## src/rtl/sdlc_rx_pkg.sv

```systemverilog
package sdlc_rx_pkg;
  localparam int unsigned STUFF_RUN = 5;  // ones before an inserted zero
  localparam int unsigned FLAG_RUN  = 6;  // ones inside a flag
  localparam int unsigned ABORT_RUN = 7;
  localparam int unsigned EOP_RUN   = 8;

  typedef struct packed {
    logic data;     // bit carries payload (or may, until disproved)
    logic stuff;    // inserted zero
    logic sixth;    // sixth one: flag or abort in progress
    logic flag;     // closing zero of a flag
    logic seventh;  // abort threshold
    logic eop;      // end-of-poll threshold
  } bit_kind_t;
endpackage

```

## src/rtl/sdlc_rx_bit_class.sv

```systemverilog
module sdlc_rx_bit_class
  import sdlc_rx_pkg::*;
#(
  parameter int unsigned RUN_W = 4
) (
  input  logic      clk_i,
  input  logic      rst_ni,
  input  logic      bit_en_i,
  input  logic      rx_bit_i,
  output bit_kind_t kind_o
);
  localparam logic [RUN_W-1:0] RUN_SAT = RUN_W'(EOP_RUN);
  localparam logic [RUN_W-1:0] RUN_STF = RUN_W'(STUFF_RUN);
  localparam logic [RUN_W-1:0] RUN_FLG = RUN_W'(FLAG_RUN);
  localparam logic [RUN_W-1:0] RUN_ABT = RUN_W'(ABORT_RUN);

  logic [RUN_W-1:0] ones_q;
  logic             zero_seen_q;

  always_comb begin
    kind_o.data    = ones_q < RUN_STF;
    kind_o.stuff   = !rx_bit_i && (ones_q == RUN_STF);
    kind_o.sixth   =  rx_bit_i && (ones_q == RUN_STF);
    kind_o.flag    = !rx_bit_i && (ones_q == RUN_FLG);
    kind_o.seventh =  rx_bit_i && (ones_q == RUN_FLG);
    kind_o.eop     =  rx_bit_i && (ones_q == RUN_ABT) && zero_seen_q;
  end

  always_ff @(posedge clk_i or negedge rst_ni) begin
    if (!rst_ni) begin
      ones_q      <= '0;
      zero_seen_q <= 1'b0;
    end else if (bit_en_i) begin
      if (rx_bit_i) begin
        if (ones_q != RUN_SAT) ones_q <= ones_q + 1'b1;
      end else begin
        ones_q      <= '0;
        zero_seen_q <= 1'b1;
      end
    end
  end
endmodule

```

## src/rtl/sdlc_rx_delay.sv

```systemverilog
// Holds the newest DEPTH payload bits so a flag's leading bits can be withdrawn.
module sdlc_rx_delay #(
  parameter int unsigned DEPTH = 6
) (
  input  logic clk_i,
  input  logic rst_ni,
  input  logic push_i,
  input  logic bit_i,
  input  logic flush_i,
  output logic pop_o,
  output logic pop_bit_o
);
  localparam int unsigned CNT_W = $clog2(DEPTH + 1);
  localparam logic [CNT_W-1:0] FULL = CNT_W'(DEPTH);

  logic [DEPTH-1:0] dly_q;
  logic [CNT_W-1:0] cnt_q;

  assign pop_o     = push_i && (cnt_q == FULL);
  assign pop_bit_o = dly_q[0];

  always_ff @(posedge clk_i or negedge rst_ni) begin
    if (!rst_ni) begin
      dly_q <= '0;
      cnt_q <= '0;
    end else if (flush_i) begin
      cnt_q <= '0;
    end else if (push_i) begin
      dly_q <= {bit_i, dly_q[DEPTH-1:1]};
      if (cnt_q != FULL) cnt_q <= cnt_q + 1'b1;
    end
  end
endmodule

```

## src/rtl/sdlc_rx_byte_asm.sv

```systemverilog
module sdlc_rx_byte_asm #(
  parameter int unsigned LEN_W = 12
) (
  input  logic             clk_i,
  input  logic             rst_ni,
  input  logic             bit_vld_i,
  input  logic             bit_i,
  input  logic             clear_i,
  output logic [7:0]       byte_o,
  output logic             byte_vld_o,
  output logic [LEN_W-1:0] nbytes_o,
  output logic [2:0]       nbits_o
);
  logic [7:0]       sh_q, byte_q;
  logic             vld_q;
  logic [2:0]       nbits_q;
  logic [LEN_W-1:0] nbytes_q;

  always_ff @(posedge clk_i or negedge rst_ni) begin
    if (!rst_ni) begin
      sh_q     <= '0;
      byte_q   <= '0;
      vld_q    <= 1'b0;
      nbits_q  <= '0;
      nbytes_q <= '0;
    end else begin
      vld_q <= 1'b0;
      if (clear_i) begin
        nbits_q  <= '0;
        nbytes_q <= '0;
      end else if (bit_vld_i) begin
        sh_q    <= {bit_i, sh_q[7:1]};
        nbits_q <= nbits_q + 1'b1;
        if (nbits_q == 3'd7) begin
          byte_q <= {bit_i, sh_q[7:1]};
          vld_q  <= 1'b1;
          if (nbytes_q != '1) nbytes_q <= nbytes_q + 1'b1;
        end
      end
    end
  end

  assign byte_o     = byte_q;
  assign byte_vld_o = vld_q;
  assign nbytes_o   = nbytes_q;
  assign nbits_o    = nbits_q;
endmodule

```

## src/rtl/sdlc_rx_framer.sv

```systemverilog
module sdlc_rx_framer
  import sdlc_rx_pkg::*;
#(
  parameter int unsigned LEN_W = 12
) (
  input  logic             clk_i,
  input  logic             rst_ni,
  input  logic             rx_bit_i,
  input  logic             bit_en_i,
  output logic [7:0]       rx_byte_o,
  output logic             rx_char_avail_o,
  output logic             eof_o,
  output logic [LEN_W-1:0] frame_len_o,
  output logic [2:0]       residue_o,
  output logic             abort_o,
  output logic             hunt_o,
  output logic             eop_o,
  output logic             ext_stat_o
);
  localparam int unsigned DLY_DEPTH = FLAG_RUN;  // flag zero + five ones reach the delay
  localparam int unsigned RUN_W     = $clog2(EOP_RUN + 1);
  localparam logic [LEN_W-1:0] MIN_LEN = LEN_W'(2);

  bit_kind_t        kind;
  logic             hunt_q;
  logic             push, flush, close, abort_det, exit_hunt, asm_clear;
  logic             pop, pop_bit;
  logic [LEN_W-1:0] nbytes;
  logic [2:0]       nbits;
  logic             eof_q, abort_q, eop_q, ext_q;
  logic [LEN_W-1:0] len_q;
  logic [2:0]       res_q;

  sdlc_rx_bit_class #(.RUN_W(RUN_W)) i_class (
    .clk_i, .rst_ni, .bit_en_i, .rx_bit_i, .kind_o(kind)
  );

  always_comb begin
    push      = bit_en_i && !hunt_q && kind.data;
    flush     = bit_en_i && !hunt_q && (kind.sixth || kind.seventh);
    close     = bit_en_i && !hunt_q && kind.flag;
    abort_det = bit_en_i && !hunt_q && kind.seventh;
    exit_hunt = bit_en_i &&  hunt_q && kind.flag;
    asm_clear = close || abort_det || exit_hunt;
  end

  sdlc_rx_delay #(.DEPTH(DLY_DEPTH)) i_delay (
    .clk_i, .rst_ni, .push_i(push), .bit_i(rx_bit_i), .flush_i(flush),
    .pop_o(pop), .pop_bit_o(pop_bit)
  );

  sdlc_rx_byte_asm #(.LEN_W(LEN_W)) i_asm (
    .clk_i, .rst_ni, .bit_vld_i(pop), .bit_i(pop_bit), .clear_i(asm_clear),
    .byte_o(rx_byte_o), .byte_vld_o(rx_char_avail_o),
    .nbytes_o(nbytes), .nbits_o(nbits)
  );

  always_ff @(posedge clk_i or negedge rst_ni) begin
    if (!rst_ni) begin
      hunt_q  <= 1'b1;
      eof_q   <= 1'b0;
      abort_q <= 1'b0;
      eop_q   <= 1'b0;
      ext_q   <= 1'b0;
      len_q   <= '0;
      res_q   <= '0;
    end else begin
      abort_q <= abort_det;
      eop_q   <= bit_en_i && kind.eop;
      ext_q   <= abort_det || exit_hunt;
      eof_q   <= close && (nbytes >= MIN_LEN);
      if (close && (nbytes >= MIN_LEN)) begin
        len_q <= nbytes;
        res_q <= nbits;
      end
      if (abort_det)      hunt_q <= 1'b1;
      else if (exit_hunt) hunt_q <= 1'b0;
    end
  end

  assign hunt_o      = hunt_q;
  assign eof_o       = eof_q;
  assign abort_o     = abort_q;
  assign eop_o       = eop_q;
  assign ext_stat_o  = ext_q;
  assign frame_len_o = len_q;
  assign residue_o   = res_q;
endmodule

```

## config.mk

```make
export PLATFORM = sky130hd
export DESIGN_NAME = sdlc_rx_framer
export DESIGN_NICKNAME = d
export VERILOG_FILES = /design/src/rtl/sdlc_rx_pkg.sv /design/src/rtl/sdlc_rx_bit_class.sv /design/src/rtl/sdlc_rx_delay.sv /design/src/rtl/sdlc_rx_byte_asm.sv /design/src/rtl/sdlc_rx_framer.sv
export SDC_FILE = /design/constraint.sdc
export NUM_CORES = 1
export LEC_CHECK = 0
export BUFFER_PORTS_ARGS = -buffer_cell sky130_fd_sc_hd__buf_4
export CAP_MARGIN = 15
export CORE_MARGIN = 2
export CORE_UTILIZATION = 55
export DETAILED_ROUTE_END_ITERATION = 7
export GPL_TIMING_DRIVEN = 0
export PLACE_DENSITY = 0.8
export SLEW_MARGIN = 30
export SYNTH_ARGS = -nofsm -noshare
export SYNTH_HDL_FRONTEND = slang
export SYNTH_HIERARCHICAL = 1
export SYNTH_SLANG_ARGS = --single-unit
export TNS_END_PERCENT = 10
```

## constraint.sdc

```tcl
create_clock -name clk_i -period 3.5 [get_ports clk_i]
set_input_delay 0.7 -clock clk_i [delete_from_list [all_inputs] [get_ports clk_i]]
set_output_delay 0.7 -clock clk_i [all_outputs]
set_load 0.03 [all_outputs]
```

Yosys cells after proc, flatten, opt, wreduce, memory -nomap -nowiden --
Cells that the tools add are included.
Storage, ports and cells: register bits 66
Operators by class: add/sub/neg operators 4, order comparisons 2, eq/ne operators 9, multiplexer cells 16, bitwise gates (word level) 3, reduce and logical (&&, ||, !) cells 34
Operators by type and width (number):
- $mux W12 | 4
- $logic_and A1 B1 Y1 | 15
- $mux W3 | 5
- $add A12 B1 Y12 const B | 1
- $eq A4 B3 Y1 const B | 3
- $ge A12 B2 Y1 const B | 1
- $ne A12 B12 Y1 const B | 1
- $reduce_bool A2 Y1 | 6
- $reduce_and A2 Y1 | 5
- $mux W4 | 2
- $add A3 B1 Y3 const B | 2
- $eq A3 B3 Y1 const B | 2
- $reduce_and A3 Y1 | 2
- $mux W1 | 5
- $add A4 B1 Y4 const B | 1
- $logic_or A1 B1 Y1 | 4
- $lt A4 B3 Y1 const B | 1
- $ne A4 B4 Y1 const B | 1
- $ne A3 B3 Y1 const B | 1
- $not A1 Y1 | 3
- $logic_not A1 Y1 | 2
- $ne A2 B1 Y1 const B | 1

Depth between registers and ports, before layout --
Gate-level depths: netlist of run 1.
depth in word-level cells 7, mapped depth 11

Modules after synthesis --
Netlist of run 1, hierarchy kept.
By module, submodules not included:
- sdlc_rx_byte_asm | times used 1, cells each 121, area each 1413.9 µm²
- sdlc_rx_framer | times used 1, cells each 54, area each 788.3 µm²
- sdlc_rx_delay | times used 1, cells each 31, area each 430.4 µm²
- sdlc_rx_bit_class | times used 1, cells each 39, area each 346.6 µm²

Least setup slack after synthesis of run 1 --
Ideal clock, no wire load.
path kind in2reg, from input port rx_bit_i, to register i_delay.dly_q[0], arrival time 2.295 ns, setup slack 1.080 ns, stages on the path 6, path through buf_2 and4_1 nor2_1 nor3b_1 nand2b_4 mux2_2
RTL lines:
- from (decl) | RTL line sdlc_rx_framer.sv:8 | input logic rx_bit_i,
- to (signal assigned) | RTL line sdlc_rx_delay.sv:29 | dly_q <= {bit_i, dly_q[DEPTH-1:1]};
- to (decl) | RTL line sdlc_rx_delay.sv:16 | logic [DEPTH-1:0] dly_q;

==> impl_metrics.tcl, run 1 <==
set metrics [dict create \
    synthCells 244 \
    grt.total_usage_pct 19.1 \
    nets 300 \
    overflow 0 \
    finalSetupViolCount 0 \
    maxSlewHeadroom_pct 48.4 \
    hold_path.class "primary input to async pin" \
    arrival_ps 2760 \
    numClockSinks 65 \
    cts_buffers 9 \
    ant_nets 0 \
    drive_gt1_share_pct 32.2 \
    first_global_vias 1962 \
    vias 2010 \
    core.rowCount 26 \
    htree_levels 3 \
    dr.pass1.iters 4 \
    insertion_delay_ps 330 \
    post_cts_resized 0 \
    design.core.area_um2 5170 \
    synth_fp_nets 257 \
    die_h_um 77.5 \
    crit_type "register to register" \
    globalplace.congestion 0.809 \
    drc 0 \
    hold_viol_final 0 \
    crit_path_start_kind "register" \
    cts_hold_buf 0 \
    synth_warnings 6 \
    dpl_cell_area_um2 3300 \
    fin_util_pct 67.1 \
    fin_skew_ps 3.94 \
    start_util_pct 57.4 \
    crit_required_ps 3720 \
    first_iter_violations 132 \
    dieArea_um2 6000 \
    leakagePower_nw 1.72 \
    slew_viol_final 0 \
    synth_area_um2 2970 \
    rsz0062_at_grt "false" \
    postSynthAreaPerCell_um2 12.2 \
    ir_drop_mv 0.324 \
    cp_max_fo 9 \
    post_cts_buffers 0 \
    vias_per_cell 5.60 \
    grt_pass1_wl_um 8970 \
    fin_hold_ws_ps 457 \
    setup_tns_ps 0 \
    period_share_pct 72.6 \
    synthToLayoutAreaGrowth_pct 16.9 \
    grt_max_degree 66 \
    finalWirelength_um 5220 \
    p_total_w 0.00186 \
    clkTransAtPathRegs_ps 60 \
    antenna_found_initial 0 \
    dp.final_hpwl_um 3510 \
    port_buffers 32 \
    min_period_ps 2540 \
    insertedDiodeCount 0 \
    cts_tree "built" \
    clockBufferDepth 2 \
    powerDensity_nw_per_um2 537 \
    maxCapViolCount 0 \
    pin_count 33 \
    routedWlPerCell_um 14.5 \
    tightestPinTransition_ps 774 \
    die_width_um 77.5 \
    timing.critical_path.to_type "register" \
    cts_root_buf "clkbuf_8" \
    fin_area_um2 3470 \
    status "completed" \
    fmax_ghz 0.393 \
]
sequential cells by signal, summed over array words and instances (netlist names), 3 cells and up:
| name | flops |
|---|---|
| i_asm/sh_q | 7 |
| i_delay/cnt_q | 3 |
| i_asm/byte_o | 8 |
| i_class/ones_q | 4 |
| residue_o | 3 |
| frame_len_o | 12 |
| i_asm/nbytes_o | 12 |
| i_delay/dly_q | 6 |
| i_asm/nbits_o | 3 |
area by class of cell:
class / instances / area [um2]
Tap cell: 70 / 87.6
Sequential cell: 65 / 1630
Clock buffer: 13 / 169
Buffer: 8 / 48.8
Fill cell: 399 / 1700
Multi-Input combinational cell: 161 / 1260
Timing Repair Buffer: 32 / 240
Inverter: 10 / 37.5
metrics by stage:
stage               std cells  setup slack [ps]
finish                    359               958
global route              359               771
CTS                       359               909
detailed placement        346               715
global placement          346               750
floorplan                 244              1090
per-layer routing:
layer	wire length (um)	track usage (%)	part of all wire, %	up-vias
met5	0	0	0	-
li1	-	-	-	961
met2	2620	30.8	50	48
met4	95	9.11	1.8	0
met1	2300	24.6	44	991
met3	205	4.30	3.9	10
worst paths after layout:
| check | from | end | slack [ps] | cells past startpoint |
|---|---|---|---|---|
| max | i_class/ones_q[0]$_DFFE_PN0P_ | i_asm/byte_o[3]$_DFFE_PN0P_ | 960 | 11 |
| min | rst_ni | i_asm/nbytes_o[8]$_DFFE_PN0P_ | 460 | 1 |
| max reg2reg | i_class/ones_q[0]$_DFFE_PN0P_ | i_asm/byte_o[3]$_DFFE_PN0P_ | 960 | 11 |
| min reg2reg | i_class/zero_seen_q$_DFFE_PN0P_ | i_class/zero_seen_q$_DFFE_PN0P_ | 480 | 1 |
| max in group asynchronous | rst_ni | i_asm/byte_o[6]$_DFFE_PN0P_ | 2550 | 1 |
| min in group clk_i | i_class/zero_seen_q$_DFFE_PN0P_ | i_class/zero_seen_q$_DFFE_PN0P_ | 480 | 1 |
power breakdown:
group | internal [W] | switching [W]
clock | 0.000303 | 0.000244
combinational | 0.000189 | 0.000162
sequential | 0.000872 | 0.0000940
total | 0.00136 | 0.000500
placed cells by master (no fill, tap or decap), drive strengths merged, types with 6 or more instances in the layout:
cell / count
buf: 39
ha: 9
a21oi: 6
nor3: 7
nor2b: 8
nand2: 11
a22o: 11
nand3: 9
clkbuf: 14
inv: 10
nor2: 19
mux2: 28
dfrtp: 64
critical path, cell delays in order (launching register included):
cell and delay [ps]:
dfrtp_1 430, inv_1 140, ha_1 180, inv_1 60, a21oi_1 110, and3b_1 310
and3_2 220, buf_4 160, nor2b_1 140, buf_4 180, nand2_2 170, mux2_2 320
No activity file was read; power rests on OpenSTA's default activity.
==> run 2: changes to the inputs <==
- clock period: 3.5 -> 2.51 ns (I/O delays scaled with it)
==> impl_metrics.tcl, run 2 (synthesis gave the netlist of run 1 again) <==
set metrics [dict create \
    finalWirelength_um 5280 \
    wl_met2_um 2640 \
    insertedDiodeCount 0 \
    dr.pass1.iters 4 \
    start_util_pct 57.4 \
    setup_tns_ps 0 \
    finalSetupViolCount 0 \
    antenna_found_initial 0 \
    arrival_ps 2600 \
    htree_levels 3 \
    cts_buffers 9 \
    pin_count 33 \
    drc 0 \
    status "completed" \
    ir_drop_mv 0.452 \
    placed_cells 346 \
    crit_type "register to register" \
    cts_tree "built" \
    ant_nets 0 \
    powerDensity_nw_per_um2 747 \
    crit_required_ps 2730 \
    routedWlPerCell_um 14.6 \
    vias 2035 \
    insertion_delay_ps 330 \
    fmax_ghz 0.421 \
    fin_area_um2 3500 \
    cts_root_buf "clkbuf_8" \
    min_period_ps 2380 \
    clockBufferDepth 2 \
    crit_path_start_kind "register" \
    grt_max_degree 66 \
    dieArea_um2 6000 \
    globalplace.congestion 0.809 \
    numClockSinks 65 \
    wl_met3_um 170 \
    grt_pass1_wl_um 9000 \
    core.rowCount 26 \
    maxCapViolCount 0 \
    maxSlewHeadroom_pct 48.1 \
    cp_max_fo 9 \
    slew_viol_final 0 \
    die_width_um 77.5 \
    wl_met1_um 2360 \
    clkTransAtPathRegs_ps 60 \
    r2r_slack_ps 130 \
    port_buffers 32 \
    first_global_vias 1970 \
    hold_path.class "primary input to async pin" \
    overflow 0 \
    mostFrequentLayoutCells "dfrtp_1 (64), buf_4 (36), mux2_2 (28), nor2_1 (18), clkbuf_8 (12)" \
    period_share_pct 94.7 \
    layout_commonest_cell "dfrtp_1" \
    die_h_um 77.5 \
    first_iter_violations 131 \
    leakagePower_nw 1.74 \
    dpl_cell_area_um2 3300 \
    dp.final_hpwl_um 3510 \
    design.core.area_um2 5170 \
    fin_hold_ws_ps 262 \
    fin_skew_ps 5.71 \
    nets 302 \
    drive_gt1_share_pct 33.7 \
    fin_util_pct 67.7 \
    rsz0062_at_grt "false" \
    synthToLayoutAreaGrowth_pct 18.0 \
    fin_cells 361 \
    vias_per_cell 5.64 \
    cts_hold_buf 0 \
    hold_viol_final 0 \
    highest_layer "met4" \
    timing.critical_path.to_type "register" \
    grt.total_usage_pct 19.2 \
    tightestPinTransition_ps 778 \
]
## run 2: changes by cell type in the layout (fill, tap and decap cells not counted), sizes merged
cell and change:
buf +2
## run 2: final cells by class
cell class                 instances  area (um2)
timing repair buffer              34         255
tap                               70        87.6
multi-input combinational        161        1280
inverter                          10        37.5
buffer                             8        48.8
fill                             392        1670
clock buffer                      13         169
sequential                        65        1630
## run 2: power breakdown
part / leakage (nW) / switching, W / internal, W
clock network: 0.0875 / 0.000344 / 0.000423
logic: 0.792 / 0.000230 / 0.000271
registers: 0.863 / 0.000131 / 0.00122
total: 1.74 / 0.000706 / 0.00191
## run 2: what timing repair did
action                                 4_1_cts  5_1_grt
endpoints found under the hold margin        0        0
resized for setup                            2        3
setup endpoints to repair                   11       10
setup buffers                                0        2
pin swaps                                    0        1
## run 2: through the flow
stage,worst slack (ps),total power [W]
after floorplan,247,0.00172
after global placement,-42.0,0.00183
after detailed placement,-77.0,0.00186
after CTS,15.6,0.00264
after global routing,34.8,0.00277
final,134,0.00262
## run 2: path summary, 6_finish.rpt
check                      cells past startpoint                               to                       startpoint
max reg2reg                                   11      i_asm/byte_o[3]$_DFFE_PN0P_    i_class/ones_q[0]$_DFFE_PN0P_
min                                            1       frame_len_o[5]$_DFFE_PN0P_                           rst_ni
max in group asynchronous                      1      i_asm/byte_o[6]$_DFFE_PN0P_                           rst_ni
min in group clk_i                             2     i_delay/dly_q[5]$_DFFE_PN0P_                         rx_bit_i
min reg2reg                                    1  i_class/zero_seen_q$_DFFE_PN0P_  i_class/zero_seen_q$_DFFE_PN0P_
max                                           11      i_asm/byte_o[3]$_DFFE_PN0P_    i_class/ones_q[0]$_DFFE_PN0P_
## run 2: critical path: stages, from the launching register on
cell and delay [ps]:
dfrtp_1 430, inv_1 110, ha_1 220, inv_1 80
a21oi_1 60, and3b_2 220, and3_2 170, buf_4 170
nor2b_1 130, buf_4 180, nand2_4 140, mux2_2 350
## run 2: layer usage
| metal | global-route usage, % | vias to the layer above |
|---|---|---|
| met5 | 0 | - |
| met4 | 9.11 | 0 |
| met3 | 4.30 | 11 |
| met2 | 31.1 | 37 |
| met1 | 24.6 | 1020 |
| li1 | - | 967 |
